$ cat config.mk
export PLATFORM = sky130hd
export DESIGN_NAME = mem_pattern_tester
export DESIGN_NICKNAME = d
export VERILOG_FILES = /design/src/rtl/mpt_pkg.sv /design/src/rtl/mpt_pattern_gen.sv /design/src/rtl/mpt_fault_log.sv /design/src/rtl/mem_pattern_tester.sv
export SDC_FILE = /design/constraint.sdc
export NUM_CORES = 1
export LEC_CHECK = 0
export ABC_AREA = 0
export BUFFER_PORTS_ARGS = -buffer_cell sky130_fd_sc_hd__buf_2
export CORE_MARGIN = 5
export CORE_UTILIZATION = 53
export CTS_CLUSTER_DIAMETER = 50
export DETAILED_ROUTE_END_ITERATION = 16
export PLACE_DENSITY = 0.88
export SKIP_CTS_REPAIR_TIMING = 1
export SKIP_LAST_GASP = 1
export SLEW_MARGIN = 20
export SYNTH_ARGS = -nofsm -noshare
export SYNTH_HDL_FRONTEND = slang
export SYNTH_HIERARCHICAL = 1
export SYNTH_SLANG_ARGS = --single-unit
$ cat constraint.sdc
create_clock -name clk -period 2.6 [get_ports clk]
set_input_delay 0.13 -clock clk [delete_from_list [all_inputs] [get_ports clk]]
set_output_delay 0.13 -clock clk [all_outputs]
set_load 0.01 [all_outputs]
$ cat src/rtl/mpt_pkg.sv
package mpt_pkg;

    typedef enum logic [1:0] {
        PASS_WALK  = 2'd0,
        PASS_CHK_A = 2'd1,
        PASS_CHK_B = 2'd2
    } pass_e;

    typedef enum logic [1:0] {
        FC_NONE       = 2'b00,
        FC_STUCK_BIT  = 2'b01,
        FC_ONE_CELL   = 2'b10,
        FC_ADDR_OTHER = 2'b11
    } fault_e;

endpackage

$ cat src/rtl/mpt_pattern_gen.sv
module mpt_pattern_gen
    import mpt_pkg::*;
#(
    parameter int ADDR_W = 4,
    parameter int DATA_W = 8
) (
    input  pass_e              pass_sel,
    input  logic [ADDR_W-1:0]  addr,
    output logic [DATA_W-1:0]  exp_data
);

    logic [DATA_W-1:0] walk_word;
    logic [DATA_W-1:0] hi_word;   // odd bit positions set (0xAA at 8 bits)
    logic [DATA_W-1:0] lo_word;

    for (genvar b = 0; b < DATA_W; b++) begin : g_bits
        assign walk_word[b] = ((32'(addr) % DATA_W) == b);
        assign hi_word[b]   = ((b % 2) == 1);
    end
    assign lo_word = ~hi_word;

    always_comb begin
        unique case (pass_sel)
            PASS_WALK:  exp_data = walk_word;
            PASS_CHK_A: exp_data = addr[0] ? lo_word : hi_word;
            PASS_CHK_B: exp_data = addr[0] ? hi_word : lo_word;
            default:    exp_data = '0;
        endcase
    end

endmodule

$ cat src/rtl/mpt_fault_log.sv
module mpt_fault_log
    import mpt_pkg::*;
#(
    parameter int ADDR_W = 4,
    parameter int DATA_W = 8
) (
    input  logic               clk,
    input  logic               rst_n,
    input  logic               clr,
    input  logic               cmp_en,
    input  logic [ADDR_W-1:0]  addr,
    input  logic [DATA_W-1:0]  exp_data,
    input  logic [DATA_W-1:0]  act_data,
    output logic               any_fail,
    output logic [ADDR_W-1:0]  first_addr,
    output logic [DATA_W-1:0]  first_exp,
    output logic [DATA_W-1:0]  first_act,
    output logic [DATA_W-1:0]  or_mask,
    output fault_e             fclass
);

    logic [DATA_W-1:0] diff;
    logic [DATA_W-1:0] and_mask;   // bits wrong in every failing read
    logic [1:0]        fail_cnt;   // saturates at 2
    logic              seen;

    assign diff = exp_data ^ act_data;

    always_ff @(posedge clk) begin
        if (!rst_n || clr) begin
            seen       <= 1'b0;
            fail_cnt   <= '0;
            first_addr <= '0;
            first_exp  <= '0;
            first_act  <= '0;
            or_mask    <= '0;
            and_mask   <= '1;
        end else if (cmp_en && (diff != '0)) begin
            if (!seen) begin
                first_addr <= addr;
                first_exp  <= exp_data;
                first_act  <= act_data;
            end
            seen     <= 1'b1;
            or_mask  <= or_mask | diff;
            and_mask <= and_mask & diff;
            if (fail_cnt != 2'd2) fail_cnt <= fail_cnt + 2'd1;
        end
    end

    assign any_fail = seen;

    always_comb begin
        if (fail_cnt == 2'd0)      fclass = FC_NONE;
        else if (fail_cnt == 2'd1) fclass = FC_ONE_CELL;
        else if (and_mask != '0)   fclass = FC_STUCK_BIT;
        else                       fclass = FC_ADDR_OTHER;
    end

    AST_FIRST_KEEP: assert property (@(posedge clk) disable iff (!rst_n)
        (seen && !clr) |=> ($stable(first_addr) && $stable(first_exp) && $stable(first_act)));

    AST_MASK_MONO: assert property (@(posedge clk) disable iff (!rst_n)
        !clr |=> ((or_mask & $past(or_mask)) == $past(or_mask)));

endmodule

$ cat src/rtl/mem_pattern_tester.sv
module mem_pattern_tester
    import mpt_pkg::*;
#(
    parameter int ADDR_W     = 4,
    parameter int DATA_W     = 8,
    parameter int FIRST_ADDR = 0,
    parameter int LAST_ADDR  = 15
) (
    input  logic               clk,
    input  logic               rst_n,
    input  logic               start,
    output logic               req_valid,
    output logic               req_write,
    output logic [ADDR_W-1:0]  req_addr,
    output logic [DATA_W-1:0]  req_wdata,
    input  logic               mem_done,
    input  logic [DATA_W-1:0]  mem_rdata,
    output logic               done,
    output logic               result_pass,
    output logic               result_fail,
    output logic [ADDR_W-1:0]  fail_addr,
    output logic [DATA_W-1:0]  fail_expected,
    output logic [DATA_W-1:0]  fail_actual,
    output logic [DATA_W-1:0]  fail_bits,
    output logic [1:0]         fault_class
);

    localparam logic [ADDR_W-1:0] A_FIRST = ADDR_W'(FIRST_ADDR);
    localparam logic [ADDR_W-1:0] A_LAST  = ADDR_W'(LAST_ADDR);

    typedef enum logic [2:0] {
        ST_IDLE, ST_WR_REQ, ST_WR_WAIT, ST_RD_REQ, ST_RD_WAIT, ST_PASS_END, ST_FINISH
    } state_e;

    state_e             state_q, state_d;
    pass_e              pass_q, pass_d;
    logic [ADDR_W-1:0]  addr_q, addr_d;
    logic               clr, cmp_en, any_fail, finish_now;
    logic [DATA_W-1:0]  exp_data;
    fault_e             fclass;

    mpt_pattern_gen #(.ADDR_W(ADDR_W), .DATA_W(DATA_W)) u_pat (
        .pass_sel (pass_q),
        .addr     (addr_q),
        .exp_data (exp_data)
    );

    mpt_fault_log #(.ADDR_W(ADDR_W), .DATA_W(DATA_W)) u_log (
        .clk        (clk),
        .rst_n      (rst_n),
        .clr        (clr),
        .cmp_en     (cmp_en),
        .addr       (addr_q),
        .exp_data   (exp_data),
        .act_data   (mem_rdata),
        .any_fail   (any_fail),
        .first_addr (fail_addr),
        .first_exp  (fail_expected),
        .first_act  (fail_actual),
        .or_mask    (fail_bits),
        .fclass     (fclass)
    );

    // next-state logic
    always_comb begin
        state_d    = state_q;
        pass_d     = pass_q;
        addr_d     = addr_q;
        clr        = 1'b0;
        cmp_en     = 1'b0;
        finish_now = 1'b0;
        unique case (state_q)
            ST_IDLE: begin
                if (start) begin
                    clr     = 1'b1;
                    pass_d  = PASS_WALK;
                    addr_d  = A_FIRST;
                    state_d = ST_WR_REQ;
                end
            end
            ST_WR_REQ: state_d = ST_WR_WAIT;
            ST_WR_WAIT: begin
                if (mem_done) begin
                    if (addr_q == A_LAST) begin
                        addr_d  = A_FIRST;
                        state_d = ST_RD_REQ;
                    end else begin
                        addr_d  = addr_q + ADDR_W'(1);
                        state_d = ST_WR_REQ;
                    end
                end
            end
            ST_RD_REQ: state_d = ST_RD_WAIT;
            ST_RD_WAIT: begin
                if (mem_done) begin
                    cmp_en = 1'b1;
                    if (addr_q == A_LAST) begin
                        state_d = ST_PASS_END;
                    end else begin
                        addr_d  = addr_q + ADDR_W'(1);
                        state_d = ST_RD_REQ;
                    end
                end
            end
            ST_PASS_END: begin
                if (any_fail || pass_q == PASS_CHK_B) begin
                    finish_now = 1'b1;
                    state_d    = ST_FINISH;
                end else begin
                    clr     = 1'b1;
                    addr_d  = A_FIRST;
                    pass_d  = (pass_q == PASS_WALK) ? PASS_CHK_A : PASS_CHK_B;
                    state_d = ST_WR_REQ;
                end
            end
            ST_FINISH: state_d = ST_IDLE;
            default:   state_d = ST_IDLE;
        endcase
    end

    // state register
    always_ff @(posedge clk) begin
        if (!rst_n) begin
            state_q <= ST_IDLE;
            pass_q  <= PASS_WALK;
            addr_q  <= A_FIRST;
        end else begin
            state_q <= state_d;
            pass_q  <= pass_d;
            addr_q  <= addr_d;
        end
    end

    // verdict outputs
    always_ff @(posedge clk) begin
        if (!rst_n) begin
            result_pass <= 1'b0;
            result_fail <= 1'b0;
        end else if (state_q == ST_IDLE && start) begin
            result_pass <= 1'b0;
            result_fail <= 1'b0;
        end else if (finish_now) begin
            result_pass <= !any_fail;
            result_fail <= any_fail;
        end
    end

    assign req_valid   = (state_q == ST_WR_REQ) || (state_q == ST_RD_REQ);
    assign req_write   = (state_q == ST_WR_REQ);
    assign req_addr    = addr_q;
    assign req_wdata   = exp_data;
    assign done        = (state_q == ST_FINISH);
    assign fault_class = fclass;

    AST_REQ_ONE_CYCLE: assert property (@(posedge clk) disable iff (!rst_n)
        req_valid |=> !req_valid);

    AST_DONE_PULSE: assert property (@(posedge clk) disable iff (!rst_n)
        done |=> !done);

    AST_VERDICT_EXCL: assert property (@(posedge clk) disable iff (!rst_n)
        !(result_pass && result_fail));

    AST_VERDICT_HOLD: assert property (@(posedge clk) disable iff (!rst_n)
        (state_q == ST_IDLE && !start) |=> ($stable(result_pass) && $stable(result_fail) && $stable(fail_addr)));

    AST_STOP_ON_FAIL: assert property (@(posedge clk) disable iff (!rst_n)
        (state_q == ST_PASS_END && any_fail) |=> done);

endmodule

==> impl_results.md, run 1 <==
- Most area-consuming cells after synthesis: sky130_fd_sc_hd__dfxtp_1 (42%), sky130_fd_sc_hd__mux2i_1 (9.6%), sky130_fd_sc_hd__nand2_1 (8.1%)
- Worst hold start: mem_rdata[1]
- Max clock buf depth: 2
- Max-cap check violation count: 0
- Hpwl dp: between 4000 and 5000 µm
- Met3 routed WL: about 370 µm
- Crit path from: req_addr[0]
- Leakage dissipation: 1.18 nW
- # clock sinks: 50
- Initial antenna violation count: 0
- Post-synthesis compound-gate area fraction: between 15 and 20%
- Reg-to-reg startpoint: req_addr[0]
- Max Clock Skew: approximately 0.011 ns
- Detail Route Antenna Nets: 0
- Max-slew headroom: approximately 69%
- Synth-to-layout area growth: 18.3%
- Proportion of register bits with asynchronous set or reset after synthesis: 0%
- Number of buffers created by CTS: 5
- Layout Nets: 362
- I/O pins: between 50 and 60
- Maximum clock frequency: 0.438 GHz
- Max layer used: met4
- Portion of netlist area occupied by mux cells: a little under a tenth
- Post-layout utilization of the core: about two thirds
- Diodes inserted: 0
- Total number of placement rows: 24
- Wire length of the first global-routing pass: ~9700 µm
- Setup repair after global routing missed its margin: no
- Crit path max fanout: 20
- Peak supply drop: ~330 µV
- CTS tree: built
- Hold path endpoint: u_log/first_act[1]
- Clock-pin slew of the registers on the worst-case setup and hold paths: 0.09 ns
- Average cell area after synthesis: 8.24 µm²
- Reg-to-reg endpoint: u_log/first_addr[1]
- Delay of the slowest critical-path stage: roughly 0.48 ns
- Wirelength per Cell: around 14 µm
- Sum of routed wire segments on met1: between 2000 and 2500 µm
- Depth of the worst register-to-register path: 7
- Number of enable-type register cells in the synthesized netlist: 0
- Kind of end point of the critical path: flip-flop
- Maximum number of pins on one net before global-route repair: between 40 and 50
- Post-synthesis cell type count: 40
- Latest clock arrival within the worst-skew pair: ~0.3 ns
- Met2 WL: between 2000 and 3000 µm
- Routed vias/inst: about 5.6
- XOR/XNOR share of the synthesized area: 2.91%
- Worst Setup Slack post-DPL: approximately 0.25 ns
- Total number of vias: approximately 2.2k
- Detailed router's first-iteration violation count: 210
- Area share of the leading cell type in the synthesized netlist: a little over two fifths
- Result of the run: finished clean
- Slowest-stage cell, CP: sky130_fd_sc_hd__nor4_2
- Horizontal die dimension: roughly 77 µm
- Total of flip-flops plus latches after synthesis: 50
- Core Footprint: around 4400 µm²
- Final number of max-transition violations: 0
- Category of the critical setup timing path: reg2reg
- Final period util: 87.7%
- Global routing usage summed across all routing layers: 19.4%
- Post-Synthesis Net Count: just over 300
- Nature of the critical path startpoint: flip-flop
- Wire length after detailed routing: ~5700 µm
- Combinational family with the most area after synthesis: simple AND/OR/NAND/NOR gates
- Power per cell area: between 500 and 600 nW/µm²
- Sequence of cells on the critical path: or2_1 > o21ai_1 > xor2_1 > nor4_2 > a21oi_2 > buf_12 > mux2i_1
- Leftover overflow at the end of global routing: 0
- Critical Path RT: approximately 2.8 ns
- Slew of the pin with the lowest slew margin: roughly 0.46 ns
- First-pass DRT Iterations: 4
- Post-synthesis sequential area ratio: roughly two fifths
- Area fraction in and, or, nand and nor cells after synthesis: about a quarter
- Number of setup violations in the final report: 0
- Worst hold path type: in2reg
- Crit path buf inv count: 1
- Setup slack of the most critical reg-to-reg path: 0.32 ns
- Final total negative setup slack: 0 ns
- Fraction of the mapped netlist area in adder cells: roughly 2.1%
- Post-Synthesis Cell Area: between 2000 and 2500 µm²
- Via count of the first global-routing pass: roughly 2.1k
- Top cells by count, synth: sky130_fd_sc_hd__nand2_1 (52), sky130_fd_sc_hd__dfxtp_1 (50), sky130_fd_sc_hd__nor2_1 (32)
- Top_reg_cell synth: sky130_fd_sc_hd__dfxtp_1
- Clock root buffer: sky130_fd_sc_hd__clkbuf_8
- Residual DRC count: 0
- Area enclosed by the die boundary: 5990 µm²
- Cell accounting for the most synthesized area: sky130_fd_sc_hd__dfxtp_1
- Final period demand of the worst path: about 2.3 ns
- Worst path top cell family by delay: simple AND/OR/NAND/NOR gates
- Number of buffer cells added on primary ports: between 50 and 60
- Hold Path Depth: 3
- Post-synthesis instance total: 292
- Arrival time of the worst setup path: 2.47 ns
- Starting utilization of the core area: between 50% and 60%
- Worst setup margin: roughly 0.32 ns
- Vertical die dimension: 77.4 µm
- Routability-driven placement congestion ratio: a little under 0.9
- Minimum hold slack: a little under 0.09 ns
- Dominant cell by count in the synthesized netlist: sky130_fd_sc_hd__nand2_1
- Deepest level of the CTS H-tree: 2
- Layout cell share with drive strength beyond 1: between 20% and 30%
- Number of endpoints with negative hold slack in the final report: 0
- Synth warn: 6
layer usage:
layer	GRT usage, %	vias up
li1	-	1097
met3	4.28	14
met5	0	-
met4	7.04	0
met2	32.7	78
met1	24.4	1027
power breakdown:
group | switching, mW | internal, mW
Sequential | 0.0145 | 0.771
Clock | 0.259 | 0.287
Combinational | 0.106 | 0.0554
Total | 0.380 | 1.11
placed cells by master (no fill, tap or decap), types with 5 or more instances in the layout:
master	synthesis	layout
sky130_fd_sc_hd__nand2_1	52	52
sky130_fd_sc_hd__inv_1	9	9
sky130_fd_sc_hd__nor2_1	32	32
sky130_fd_sc_hd__xor2_1	8	8
sky130_fd_sc_hd__mux2i_1	23	23
sky130_fd_sc_hd__clkbuf_8	0	5
sky130_fd_sc_hd__nand3_1	7	7
sky130_fd_sc_hd__dfxtp_1	50	50
sky130_fd_sc_hd__o21ai_1	4	6
sky130_fd_sc_hd__buf_2	2	58
sky130_fd_sc_hd__a21oi_1	29	29
sky130_fd_sc_hd__o21ai_0	12	10
sky130_fd_sc_hd__nand2b_1	7	7
area by class of cell:
cell class / instances / area, µm²
well taps: 52 / 65.1
fillers: 364 / 1540
inverters: 9 / 33.8
repair buffers: 63 / 340
flip-flops and latches: 50 / 1000
clock inverters: 2 / 37.5
clock buffers: 6 / 72.6
multi-input cells: 217 / 1300
how the worst max path moves through the flow:
stage | endpoint | slack [ns] | depth (start not counted)
floorplan | u_log/first_act[0] | 0.38 | 7
CTS | u_log/first_addr[1] | 0.20 | 7
global route | u_log/first_exp[4] | 0.09 | 7
detailed placement | u_log/first_addr[1] | 0.25 | 7
finish | u_log/first_addr[1] | 0.32 | 7
global placement | u_log/first_addr[1] | 0.35 | 7
worst reg2reg max path, stage by stage (launching register included):
cell and delay (ns):
sky130_fd_sc_hd__dfxtp_1 0.40, sky130_fd_sc_hd__or2_1 0.29, sky130_fd_sc_hd__o21ai_1 0.33, sky130_fd_sc_hd__xor2_1 0.23
sky130_fd_sc_hd__nor4_2 0.48, sky130_fd_sc_hd__a21oi_2 0.13, sky130_fd_sc_hd__buf_12 0.19, sky130_fd_sc_hd__mux2i_1 0.14
registers in the layout, indices dropped and copies added, names as in the netlist:
signal            cells
state_q               3
u_log/first_exp       8
result_fail           1
req_addr              4
u_log/or_mask         8
u_log/first_act       8
pass_q                2
u_log/and_mask        8
u_log/fail_cnt        2
result_pass           1
u_log/first_addr      4
u_log/any_fail        1
metrics by stage:
stage	instances	power (mW)	cell area [µm²]
floorplan	292	0.920	2410
global placement	391	0.959	2740
detailed placement	391	0.962	2740
CTS	399	1.49	2850
global route	399	1.55	2850
finish	399	1.49	2850
cells by family (layout without fill, tap and decap cells):
logic type / Yosys count / after routing
simple gates: 122 / 122
compound gates: 60 / 60
flops: 50 / 50
buf+inv: 25 / 80
mux: 23 / 23
xor+xnor: 8 / 8
fa+ha+maj: 4 / 4
Note: power is estimated with default switching activity, not from simulation.
==> run 2, diff against run 1 <==
--- a/config.mk
+++ b/config.mk
@@ -8,10 +8,10 @@
 export ABC_AREA = 0
 export BUFFER_PORTS_ARGS = -buffer_cell sky130_fd_sc_hd__buf_2
 export CORE_MARGIN = 5
-export CORE_UTILIZATION = 53
+export CORE_UTILIZATION = 57
 export CTS_CLUSTER_DIAMETER = 50
 export DETAILED_ROUTE_END_ITERATION = 16
-export PLACE_DENSITY = 0.88
+export PLACE_DENSITY = 0.9
 export SKIP_CTS_REPAIR_TIMING = 1
 export SKIP_LAST_GASP = 1
 export SLEW_MARGIN = 20
==> constraint.sdc (replaced) <==
create_clock -name clk -period 2.8 [get_ports clk]
set_input_delay 0.14 -clock clk [delete_from_list [all_inputs] [get_ports clk]]
set_output_delay 0.14 -clock clk [all_outputs]
set_load 0.01 [all_outputs]
==> run 2 against run 1 <==
  * Hold slack gained 0.0029 ns
  * Critical path depth did not move
  * Fmax shrank 6.1%
  * First-iteration DRC count down 28%
  * Worst setup slack improved by 0.051 ns
==> impl_results.md, run 2 (synthesis results as in run 1) <==
- Detail Route Antenna Nets: 0
- Max Clock Skew: 0.0105 ns
- Horizontal die dimension: about 75 µm
- Number of endpoints with negative hold slack in the final report: 0
- Result of the run: finished clean
- Peak supply drop: ~390 µV
- Nature of the critical path startpoint: flip-flop
- Area of all placed cells without fillers: 2850 µm²
- Arrival time of the worst setup path: about 2.6 ns
- Share of power burned in registers: between 40% and 50%
- Worst hold path type: in2reg
- Hold Path Depth: 3
- Wire length of the first global-routing pass: between 8000 and 9000 µm
- Kind of end point of the critical path: flip-flop
- Clock root buffer: sky130_fd_sc_hd__clkbuf_8
- Filler Cell Count: between 300 and 400
- Leakage dissipation: between 1 and 1.5 nW
- Routed vias/inst: 5.43
- Wirelength per Cell: ~14 µm
- Global routing usage summed across all routing layers: about 20%
- Core Footprint: approximately 4100 µm²
- Diodes inserted: 0
- Worst path top cell family by delay: simple AND/OR/NAND/NOR gates
- Number of buffers created by CTS: 5
- Total number of placement rows: 23
- Setup repair after global routing missed its margin: no
- Latest clock arrival within the worst-skew pair: 0.31 ns
- Critical Path RT: roughly 3.0 ns
- Max clock buf depth: 2
- Leftover overflow at the end of global routing: 0
- Layout Nets: approximately 360
- Starting utilization of the core area: 59.3%
- Delay of the slowest critical-path stage: around 0.5 ns
- Crit path max fanout: 20
- Final total negative setup slack: 0 ns
- Slowest-stage cell, CP: sky130_fd_sc_hd__nor4_2
- Via count of the first global-routing pass: slightly below 2k
- Area enclosed by the die boundary: ~5600 µm²
- Maximum number of pins on one net before global-route repair: 46
- Final period util: a little under 90%
- Number of setup violations in the final report: 0
- Synth-to-layout area growth: 18.5%
- Initial antenna violation count: 0
- Clock share of power: roughly 40%
- Highest-count cells in the layout ignoring fill and taps: sky130_fd_sc_hd__buf_2 (58), sky130_fd_sc_hd__nand2_1 (52), sky130_fd_sc_hd__dfxtp_1 (50)
- Vertical die dimension: 75.0 µm
- Deepest level of the CTS H-tree: 2
- Cell internal power dissipation: 1.13 mW
- # clock sinks: 50
- Gate power share: 10.1%
- Total number of cells along the worst setup path: 7
- Detailed router's first-iteration violation count: ~150
- Total number of vias: around 2.1k
- Slew of the pin with the lowest slew margin: 0.483 ns
- Depth of the worst register-to-register path: 7
- Area of placed instances: between 2000 and 3000 µm²
- Clock-pin slew of the registers on the worst-case setup and hold paths: roughly 0.10 ns
- Routability-driven placement congestion ratio: just under 0.9
- Residual DRC count: 0
- Max-cap check violation count: 0
- Number of buffer cells added on primary ports: 58
- Wire length after detailed routing: about 5400 µm
- Final period demand of the worst path: 2.43 ns
- CTS tree: built
- Final number of max-transition violations: 0
- Proportion of total power due to net switching: 23.7%
- I/O pins: between 50 and 60
- Reported net switching power: ~350 µW
- Max-slew headroom: roughly two thirds
- Crit path buf inv count: 1
- Category of the critical setup timing path: reg2reg
- Power per cell area: just over 500 nW/µm²
- Maximum clock frequency: ~0.41 GHz
- Layout cell share with drive strength beyond 1: between 20% and 30%
- Hpwl dp: about 4000 µm
- Sequence of cells on the critical path: or2_1 > o21ai_0 > xor2_1 > nor4_2 > a21oi_2 > buf_4 > mux2i_1
- Commonest non-fill, non-tap cell in the layout: sky130_fd_sc_hd__buf_2
- First-pass DRT Iterations: 4
==> run 2: path summary, 6_finish.rpt <==
check | start | endpoint | slack, ns
worst min register to register | u_log/first_addr[1] | u_log/first_addr[1] | 0.46
worst min-delay path | mem_rdata[3] | u_log/first_act[3] | 0.09
worst max-delay path | req_addr[0] | u_log/first_exp[5] | 0.37
worst max register to register | req_addr[0] | u_log/first_exp[5] | 0.37
==> run 2: layout make-up <==
class,count,area [µm²],share of cell area (%)
multi-input cells,217,1300,45.5
inverters,9,33.8,1.18
clock inverters,3,68.8,2.41
clock buffers,5,68.8,2.41
repair buffers,62,320,11.2
flip-flops and latches,50,1000,35.1
well taps,50,62.6,2.19
==> run 2: power groups by stage <==
stage | Sequential [mW] | Combinational [mW] | Clock (mW)
detailed placement | 0.746 | 0.147 | 0
global route | 0.731 | 0.166 | 0.635
floorplan | 0.738 | 0.116 | 0
CTS | 0.729 | 0.148 | 0.611
global placement | 0.746 | 0.144 | 0
finish | 0.730 | 0.148 | 0.596
==> run 2: worst reg2reg max path: stages (launching register included) <==
cell                      delay, ns
sky130_fd_sc_hd__dfxtp_1       0.40
sky130_fd_sc_hd__or2_1         0.28
sky130_fd_sc_hd__o21ai_0       0.40
sky130_fd_sc_hd__xor2_1        0.22
sky130_fd_sc_hd__nor4_2        0.50
sky130_fd_sc_hd__a21oi_2       0.10
sky130_fd_sc_hd__buf_4         0.25
sky130_fd_sc_hd__mux2i_1       0.17
==> run 2: stage by stage <==
stage | power (mW) | hold WS [ns] | std cells | util (%) | setup WS, ns
2_1_floorplan | 0.854 | 0.282 | 292 | - | 0.577
3_3_place_gp | 0.890 | 0.411 | 388 | 66.9 | 0.463
3_5_place_dp | 0.893 | 0.422 | 388 | 66.9 | 0.414
4_1_cts | 1.49 | 0.0844 | 396 | 70.3 | 0.384
5_1_grt | 1.53 | 0.0880 | 396 | 70.3 | 0.215
6_report | 1.47 | 0.0909 | 396 | 70.3 | 0.370
==> run 2: layer usage <==
metal  GRT usage (%)  up-vias  routed length (µm)  part of all wire [%]
li1                -     1099                   -                     -
met1            28.6      974                2460                    46
met2            30.0       70                2480                    46
met3            4.81        6                 408                   7.6
met4            6.32        0                  47                  0.87
met5               0        -                   0                     0
==> run 3, diff against run 2 <==
--- a/config.mk
+++ b/config.mk
@@ -12,6 +12,7 @@
 export CTS_CLUSTER_DIAMETER = 50
 export DETAILED_ROUTE_END_ITERATION = 16
 export PLACE_DENSITY = 0.9
+export RECOVER_POWER = 100
 export SKIP_CTS_REPAIR_TIMING = 1
 export SKIP_LAST_GASP = 1
 export SLEW_MARGIN = 20
==> run 3 against run 2 <==
  * Clock power barely moved
  * Sequential share of layout area up 0.92 points
  * Critical path depth unchanged
  * Sequential power is essentially flat
  * Via count increased by 0.28%
  * Largest power group unchanged
==> impl_results.md, run 3 (synthesis results as in run 1) <==
- Synth-to-layout area growth: 15.5%
- Wire length after detailed routing: 5460 µm
- Post-layout utilization of the core: 68.5%
- Final total negative setup slack: 0 ns
- Max-slew headroom: ~63%
- Reg-to-reg endpoint: u_log/first_exp[5]
- Proportion of total power due to net switching: approximately a quarter
- Number of setup violations in the final report: 0
- Clock root buffer: sky130_fd_sc_hd__clkbuf_8
- Minimum hold slack: about 0.091 ns
- Crit path max fanout: 20
- Peak supply drop: a little over 400 µV
- Residual DRC count: 0
- Deepest level of the CTS H-tree: 2
- Setup repair after global routing missed its margin: no
- Kind of end point of the critical path: flip-flop
- Combined area of the multi-input logic cells: 1280 µm²
- Layout cell share with drive strength beyond 1: roughly a tenth
- Global routing usage summed across all routing layers: approximately a fifth
- Diodes inserted: 0
- Nature of the critical path startpoint: flip-flop
- Result of the run: finished clean
- Wire length of the first global-routing pass: 8820 µm
- First-pass DRT Iterations: 4
- Layout Nets: 361
- CTS tree: built
- Clock share of power: 40.7%
- # clock sinks: 50
- Worst Setup Slack post-DPL: ~0.41 ns
- Maximum clock frequency: between 0.4 and 0.5 GHz
- Max Clock Skew: around 0.012 ns
- Register Area: 1000 µm²
- Core Footprint: 4060 µm²
- Max clock buf depth: 2
- Reg-to-reg startpoint: req_addr[0]
- Leftover overflow at the end of global routing: 0
- Routed vias/inst: about 5.4
- Arrival time of the worst setup path: ~2.7 ns
- Starting utilization of the core area: roughly three fifths
- Hold path endpoint: u_log/first_act[3]
- Highest-count cells in the layout ignoring fill and taps: sky130_fd_sc_hd__nand2_1 (52), sky130_fd_sc_hd__dfxtp_1 (50), sky130_fd_sc_hd__clkbuf_1 (43)
- Maximum number of pins on one net before global-route repair: 46
- Number of buffer cells added on primary ports: 58
- Cell internal power dissipation: approximately 1.1 mW
- Leakage dissipation: 0.996 nW
- Worst hold path type: in2reg
- Final non-filler cell total: between 300 and 400
- Total number of placement rows: 23
- Number of endpoints with negative hold slack in the final report: 0
- Hpwl dp: between 4000 and 5000 µm
- Filler Cell Count: 342
- I/O pins: 59
- Vertical die dimension: between 70 and 80 µm
- Initial antenna violation count: 0
- Routability-driven placement congestion ratio: 0.894
- Critical Path RT: 2.98 ns
- Latest clock arrival within the worst-skew pair: 0.31 ns
- Worst setup margin: between 0.3 and 0.4 ns
- Area enclosed by the die boundary: approximately 5600 µm²
- Reported net switching power: 349 µW
- Slew of the pin with the lowest slew margin: 0.550 ns
- Max-cap check violation count: 0
- Power per cell area: around 530 nW/µm²
- Gate power share: 9.7%
- Final period util: 88.2%
- Worst hold start: mem_rdata[3]
- Detailed router's first-iteration violation count: between 150 and 200
- Horizontal die dimension: 75.0 µm
- Via count of the first global-routing pass: ~1.9k
- Final period demand of the worst path: approximately 2.5 ns
- Share of power burned in registers: 49.6%
- Final number of max-transition violations: 0
- Wirelength per Cell: around 14 µm
- Commonest non-fill, non-tap cell in the layout: sky130_fd_sc_hd__nand2_1
- Count of placed standard cells including taps: between 300 and 400
- Clock-pin slew of the registers on the worst-case setup and hold paths: 0.10 ns
- Detail Route Antenna Nets: 0
- Setup slack of the most critical reg-to-reg path: between 0.3 and 0.4 ns
- Depth of the worst register-to-register path: 7
- Category of the critical setup timing path: reg2reg
- Total number of vias: 2155
- Number of buffers created by CTS: 5
- Hold Path Depth: 3
==> run 3: critical path, stage by stage, from the launching register on <==
cell and delay [ns]:
sky130_fd_sc_hd__dfxtp_1 0.40, sky130_fd_sc_hd__or2_0 0.28, sky130_fd_sc_hd__o21ai_0 0.42, sky130_fd_sc_hd__xor2_1 0.22
sky130_fd_sc_hd__nor4_2 0.50, sky130_fd_sc_hd__a21oi_2 0.10, sky130_fd_sc_hd__buf_4 0.25, sky130_fd_sc_hd__mux2i_1 0.16
==> run 3: power by group through the flow <==
stage	clock network [mW]	logic, mW	registers, mW
after CTS	0.611	0.148	0.729
after detailed placement	0	0.147	0.746
final	0.598	0.142	0.730
after floorplan	0	0.116	0.738
after global routing	0.635	0.159	0.731
after global placement	0	0.144	0.746
==> run 3: worst max-delay path by stage <==
stage / startpoint / end / slack [ns] / cells past startpoint
global placement: req_addr[0] / u_log/first_addr[2] / 0.46 / 7
floorplan: req_addr[0] / u_log/first_act[0] / 0.58 / 7
global route: req_addr[0] / u_log/first_exp[3] / 0.19 / 7
CTS: req_addr[0] / u_log/first_exp[5] / 0.38 / 7
detailed placement: req_addr[0] / u_log/first_exp[3] / 0.41 / 7
finish: req_addr[0] / u_log/first_exp[5] / 0.33 / 7
==> run 3: metal layers <==
metal | track usage [%] | wire length, µm
met1 | 28.6 | 2510
met2 | 30.0 | 2500
met3 | 4.81 | 408
met4 | 6.32 | 41
met5 | 0 | 0
==> run 3: metrics by stage <==
| step | area (µm²) | power, mW |
|---|---|---|
| after floorplan | 2410 | 0.854 |
| after global placement | 2710 | 0.890 |
| after detailed placement | 2710 | 0.893 |
| after CTS | 2850 | 1.49 |
| after global routing | 2780 | 1.53 |
| final | 2780 | 1.47 |
==> run 3: cell type report <==
class,count,area share (%)
clock buffer,5,2.48
inverter,9,1.22
sequential,50,36.0
clock inverter,3,2.48
tap,50,2.25
multi-input combinational,217,46.1
timing repair buffer,62,9.50
